[src/rtl/sdrv_pkg.sv]
package sdrv_pkg;

  // Strobes from the control module to the datapath, one system cycle each
  typedef struct packed {
    logic shiftEn;    // move the register one stage this cycle
    logic latchLoad;  // latch is transparent this cycle
    logic latchClear; // latch forced to all ones this cycle
  } drvCtrl_t;

  // Bit positions in the synchronized input bundle
  localparam int IDX_CLEAR  = 0;
  localparam int IDX_STROBE = 1;
  localparam int IDX_SCLK   = 2;
  localparam int IDX_DATA   = 3;
  localparam int IN_COUNT   = 4;

endpackage

[src/rtl/sdrv_sync.sv]
module sdrv_sync #(
  parameter int WIDTH = 4,
  parameter int STAGES = 2,
  parameter logic [WIDTH-1:0] RESET_VAL = '0
) (
  input  logic             clk,
  input  logic             rstN,
  input  logic [WIDTH-1:0] asyncIn,
  output logic [WIDTH-1:0] syncOut
);

  logic [WIDTH-1:0] chain [STAGES];

  generate
    for (genvar s = 0; s < STAGES; s++) begin : g_stage
      if (s == 0) begin : g_first
        always_ff @(posedge clk or negedge rstN) begin
          if (!rstN) chain[s] <= RESET_VAL;
          else       chain[s] <= asyncIn;
        end
      end else begin : g_rest
        always_ff @(posedge clk or negedge rstN) begin
          if (!rstN) chain[s] <= RESET_VAL;
          else       chain[s] <= chain[s-1];
        end
      end
    end
  endgenerate

  assign syncOut = chain[STAGES-1];

endmodule

[src/rtl/sdrv_ctrl.sv]
module sdrv_ctrl
  import sdrv_pkg::*;
(
  input  logic     clk,
  input  logic     rstN,
  input  logic     shiftClkSync,
  input  logic     strobeNSync,
  input  logic     clearNSync,
  output drvCtrl_t ctrlOut
);

  logic prevClk;

  always_ff @(posedge clk or negedge rstN) begin
    if (!rstN) prevClk <= 1'b0;
    else       prevClk <= shiftClkSync;
  end

  always_comb begin
    ctrlOut.shiftEn    = shiftClkSync & ~prevClk;
    ctrlOut.latchClear = ~clearNSync;
    // clear wins over strobe
    ctrlOut.latchLoad  = ~strobeNSync & clearNSync;
  end

  // a detected edge lasts one cycle; the clock must fall and rise again
  p_single_shift_r10: assert property (@(posedge clk) disable iff (!rstN)
    ctrlOut.shiftEn |=> !ctrlOut.shiftEn);

  // never load and clear in the same cycle
  p_clear_prio_r7: assert property (@(posedge clk) disable iff (!rstN)
    ctrlOut.latchClear |-> !ctrlOut.latchLoad);

endmodule

[src/rtl/sdrv_datapath.sv]
module sdrv_datapath
  import sdrv_pkg::*;
#(
  parameter int WIDTH = 24
) (
  input  logic             clk,
  input  logic             rstN,
  input  drvCtrl_t         ctrlIn,
  input  logic             dataBit,
  output logic [WIDTH-1:0] parOut,
  output logic             cascadeOut
);

  localparam logic [WIDTH-1:0] ALL_ONES = {WIDTH{1'b1}};

  logic [WIDTH-1:0] shreg;
  logic [WIDTH-1:0] shregNext;
  logic [WIDTH-1:0] latch;

  always_comb begin
    if (ctrlIn.shiftEn) shregNext = {shreg[WIDTH-2:0], dataBit};
    else                shregNext = shreg;
  end

  always_ff @(posedge clk or negedge rstN) begin
    if (!rstN) shreg <= '0;
    else       shreg <= shregNext;
  end

  // Transparent latch modelled as a register fed by the next register value
  always_ff @(posedge clk or negedge rstN) begin
    if (!rstN)                  latch <= ALL_ONES;
    else if (ctrlIn.latchClear) latch <= ALL_ONES;
    else if (ctrlIn.latchLoad)  latch <= shregNext;
  end

  assign parOut     = latch;
  assign cascadeOut = shreg[WIDTH-1];

  // one-stage move with new bit at stage 0
  p_shift_r2: assert property (@(posedge clk) disable iff (!rstN)
    ctrlIn.shiftEn |=> shreg == {$past(shreg[WIDTH-2:0]), $past(dataBit)});

  // no edge, no movement
  p_no_shift_r10: assert property (@(posedge clk) disable iff (!rstN)
    !ctrlIn.shiftEn |=> $stable(shreg));

  // clear gives all ones
  p_clear_ones_r6: assert property (@(posedge clk) disable iff (!rstN)
    ctrlIn.latchClear |=> (latch == ALL_ONES));

  // hold while strobe released and no clear
  p_hold_r5: assert property (@(posedge clk) disable iff (!rstN)
    (!ctrlIn.latchLoad && !ctrlIn.latchClear) |=> $stable(latch));

  // transparent load tracks the register in the same cycle
  p_transparent_r4: assert property (@(posedge clk) disable iff (!rstN)
    ctrlIn.latchLoad |=> (latch == shreg));

  // cascade moves only on a shift
  p_cascade_r8: assert property (@(posedge clk) disable iff (!rstN)
    !ctrlIn.shiftEn |=> $stable(cascadeOut));

endmodule

[src/rtl/sdrv_top.sv]
module sdrv_top
  import sdrv_pkg::*;
#(
  parameter int WIDTH = 24,
  parameter int SYNC_STAGES = 2
) (
  input  logic             clk,
  input  logic             rstN,
  input  logic             serIn,
  input  logic             shiftClkIn,
  input  logic             strobeN,
  input  logic             clearN,
  output logic [WIDTH-1:0] parOut,
  output logic             cascadeOut
);

  // Idle levels: data 0, clock 0, strobe released, clear released
  localparam logic [IN_COUNT-1:0] SYNC_RESET = 4'b0011;

  logic [IN_COUNT-1:0] rawIn;
  logic [IN_COUNT-1:0] syncIn;
  drvCtrl_t            ctrl;

  always_comb begin
    rawIn             = '0;
    rawIn[IDX_CLEAR]  = clearN;
    rawIn[IDX_STROBE] = strobeN;
    rawIn[IDX_SCLK]   = shiftClkIn;
    rawIn[IDX_DATA]   = serIn;
  end

  sdrv_sync #(
    .WIDTH    (IN_COUNT),
    .STAGES   (SYNC_STAGES),
    .RESET_VAL(SYNC_RESET)
  ) sync_i (
    .clk    (clk),
    .rstN   (rstN),
    .asyncIn(rawIn),
    .syncOut(syncIn)
  );

  sdrv_ctrl ctrl_i (
    .clk         (clk),
    .rstN        (rstN),
    .shiftClkSync(syncIn[IDX_SCLK]),
    .strobeNSync (syncIn[IDX_STROBE]),
    .clearNSync  (syncIn[IDX_CLEAR]),
    .ctrlOut     (ctrl)
  );

  sdrv_datapath #(
    .WIDTH(WIDTH)
  ) dp_i (
    .clk       (clk),
    .rstN      (rstN),
    .ctrlIn    (ctrl),
    .dataBit   (syncIn[IDX_DATA]),
    .parOut    (parOut),
    .cascadeOut(cascadeOut)
  );

endmodule

[config.mk]
export PLATFORM = sky130hd
export DESIGN_NAME = sdrv_top
export DESIGN_NICKNAME = d
export VERILOG_FILES = /design/src/rtl/sdrv_pkg.sv /design/src/rtl/sdrv_sync.sv /design/src/rtl/sdrv_ctrl.sv /design/src/rtl/sdrv_datapath.sv /design/src/rtl/sdrv_top.sv
export SDC_FILE = /design/constraint.sdc
export NUM_CORES = 1
export LEC_CHECK = 0
export ABC_AREA = 1
export BUFFER_PORTS_ARGS = -buffer_cell sky130_fd_sc_hd__buf_2
export CAP_MARGIN = 20
export CORE_MARGIN = 4
export CORE_UTILIZATION = 51
export DETAILED_ROUTE_END_ITERATION = 10
export GPL_TIMING_DRIVEN = 0
export PLACE_DENSITY = 0.75
export SYNTH_ARGS = -nofsm -noshare
export SYNTH_HDL_FRONTEND = slang
export SYNTH_HIERARCHICAL = 1
export SYNTH_SLANG_ARGS = --single-unit
[constraint.sdc]
create_clock -name clk -period 1.3 [get_ports clk]
set_input_delay 0.13 -clock clk [delete_from_list [all_inputs] [get_ports clk]]
set_output_delay 0.13 -clock clk [all_outputs]
set_load 0.005 [all_outputs]
==> summary.txt <==
STA
  • Total Neg Setup Slack: 0 ns
  • Pins over their slew limit: 0
  • Max Clock Skew: 0.004353 ns
  • RSZ-0062 raised after global routing: yes
  • Final Hold Violating Endpoints: 0
  • Fin crit period: 1.261 ns
  • Worst-Margin Slew: 0.8118 ns
  • Slew HR: 0.4588
  • Post-route worst setup slack: 0.03890 ns
  • Final setup violation count: 0
  • FMAX: 793.0 MHz
  • Crit share post-route: 0.9701

Floorplan
  • Die outline height: 76.26 microns
  • Boundary Pins: 31
  • Core area: 4444 sq um
  • Starting density of the core: 0.5346
  • Rows: 24
  • Die Area: 5815 sq um
  • Die width: 76.26 microns

Clocking
  • CTS Buffer Depth: 2
  • Clock sinks: 57
  • CTS tree: yes
  • Clock transition at path regs: 0.06 ns
  • H-tree levels: 3
  • Clk_lat worst skew: 0.34 ns
  • Number of CTS-inserted buffers: 9
  • CTS Root Cell: clkbuf_8

Outcome
  • Status: finished, final reports clean

Run
  • Max-cap violations: 0

Route
  • Via density: 4.827
  • Detail Route Antenna Nets: 0
  • DR pass1 iterations: 4
  • Detailed router's first-iteration violation count: 59
  • Routed WL: 4596 microns
  • Post-route DRC: 0
  • Vias: 1,728
  • Wire length per cell: 12.84 microns

Cells and area
  • Layout Utilization: 0.6813
  • # diodes: 0
  • Most frequent cells in the layout: nand2_1 (70), buf_2 (32), dfrtp_1 (29), dfstp_2 (28), inv_1 (26)
  • Final #Nets: 307
  • Most common cell after layout, fill and taps aside: nand2_1
  • Share of cells above drive strength 1: 0.3791
  • Area grow syn2layout: 27.44%

Place
  • Post-DP HPWL: 2794 microns
  • Final weighted congestion in routability-driven placement: 0.7363
  • Place WS: -0.09908 ns
  • # port buffers: 30

Setup path
  • CP arrival: 1.53 ns
  • Critical path class: reg -> reg
  • Critical Path End Type: register
  • R2R setup slack: 0.04 ns
  • FF-to-FF Start: sync_i/syncOut[0]
  • RR Endpoint: dp_i/parOut[21]
  • Worst R2R Path Depth: 7
  • Critical path launch point type: register
  • Critical Path Source: sync_i/syncOut[0]
  • Worst EP required: 1.56 ns
  • Critical Path Fanout Max: 8

Global route
  • Largest net degree at the start of global routing: 37
  • Number of global-route vias before repair: 1,722
  • Total global-route track usage: 0.1763
  • Wire length of the first global-routing pass: 7928 microns
  • Initial antenna violation count: 0
  • GRT overflow: 0

Synth
  • Syn_area_per_cell: 9.581 sq um
  • Sequential-to-total area share from yosys stat: 0.6151
  • Unique cell type count in the Yosys netlist: 14
  • Yosys warns: 6
  • Cell area after synthesis: 2376 sq um
  • Cell count after synthesis: 248
  • Synthesized Nets: 254
  • Number of synthesized register bits: 57

Worst hold path
  • Hold Path Cell Cnt: 0
  • Hold Path Class: reg -> reg
  • Worst Hold End: sync_i/syncOut[0]
  • Hold path start: sync_i/chain[4]

Power
  • Leak pwr: 1.380 nW
  • Pwr Total: 4.413 mW
  • Power density over the cells: 1457 nW/um^2
  • Peak VDD IR: 0.8174 mV
==> power by group <==
part | leakage (nW) | total (mW) | internal, mW | switching (mW)
Clock | 0.103 | 1.66 | 0.984 | 0.674
Sequential | 0.608 | 2.09 | 2.02 | 0.0746
Combinational | 0.668 | 0.661 | 0.294 | 0.366
==> Yosys cell counts <==
master	instances	share of area
nor2_2	1	0.0026
nand3_1	24	0.051
nor2_1	1	0.0016
buf_4	6	0.019
buf_2	4	0.0084
and2_1	24	0.063
a21oi_1	24	0.051
dfstp_2	28	0.31
inv_1	26	0.041
nand2_1	72	0.11
buf_6	6	0.028
inv_4	1	0.0026
dfrtp_1	29	0.31
inv_2	2	0.0032
==> layout make-up <==
| class | instances | area, sq um |
|---|---|---|
| Clock inverter | 3 | 40.04 |
| Buffer | 15 | 141.4 |
| Fill cell | 391 | 1416 |
| Inverter | 29 | 128.9 |
| Timing Repair Buffer | 43 | 287.8 |
| Tap cell | 52 | 65.06 |
| Multi-Input combinational cell | 146 | 744.5 |
| Sequential cell | 57 | 1461 |
| Clock buffer | 13 | 158.9 |
==> worst max-delay path, cell delays in order (launching register included) <==
cell	delay [ns]
dfstp_2	0.55
clkinv_4	0.05
nor2_4	0.09
buf_6	0.13
inv_8	0.05
buf_6	0.13
a21oi_2	0.12
nand2_1	0.07
==> stage by stage <==
step	hold WS [ns]	instances	cell area, sq um
3_3_place_gp	0.2346	330	2591
6_report	0.3553	358	3028
2_1_floorplan	-0.1656	248	2376
4_1_cts	0.3563	355	2950
5_1_grt	0.3650	358	3028
3_5_place_dp	0.2395	331	2619
==> worst max path at each step <==
| stage | endpoint | slack (ns) |
|---|---|---|
| finish | dp_i/parOut[21] | 0.04 |
| global route | dp_i/parOut[9] | -0.03 |
| CTS | dp_i/parOut[3] | 0.01 |
| detailed placement | dp_i/parOut[21] | -0.1 |
| global placement | dp_i/parOut[13] | -0.07 |
| floorplan | dp_i/parOut[10] | 0.05 |
==> routing by layer <==
| layer | vias up | part of all wire | GRT usage |
|---|---|---|---|
| met5 | - | 0 | 0 |
| met4 | 0 | 0.026 | 0.1051 |
| met3 | 13 | 0.042 | 0.05910 |
| met2 | 39 | 0.47 | 0.2601 |
| met1 | 811 | 0.46 | 0.2249 |
| li1 | 865 | - | - |
==> state kept, by name, indices dropped and copies added, names as in the netlist <==
signal	flops
ctrl_i/prevClk	1
dp_i/parOut	24
dp_i/shreg	24
sync_i/chain	4
sync_i/syncOut	4
==> what timing repair did <==
item                                   in CTS  in global routing
cloned                                      2                  1
resized for setup                          20                 17
hold buffers                                5                  0
pin swaps                                   4                  6
buffers inserted                            2                  2
setup endpoints to repair                  20                 37
endpoints found under the hold margin      18                  0
==> kinds of logic (layout without fill, tap and decap cells) <==
group                  Yosys count  after routing  synth area share
and+or+nand+nor                122            122            0.2317
DFF                             57             57            0.6151
buffers and inverters           45            103            0.1027
AOI/OAI and AO/OA               24             24           0.05055
(Power assumes the default switching activity.)
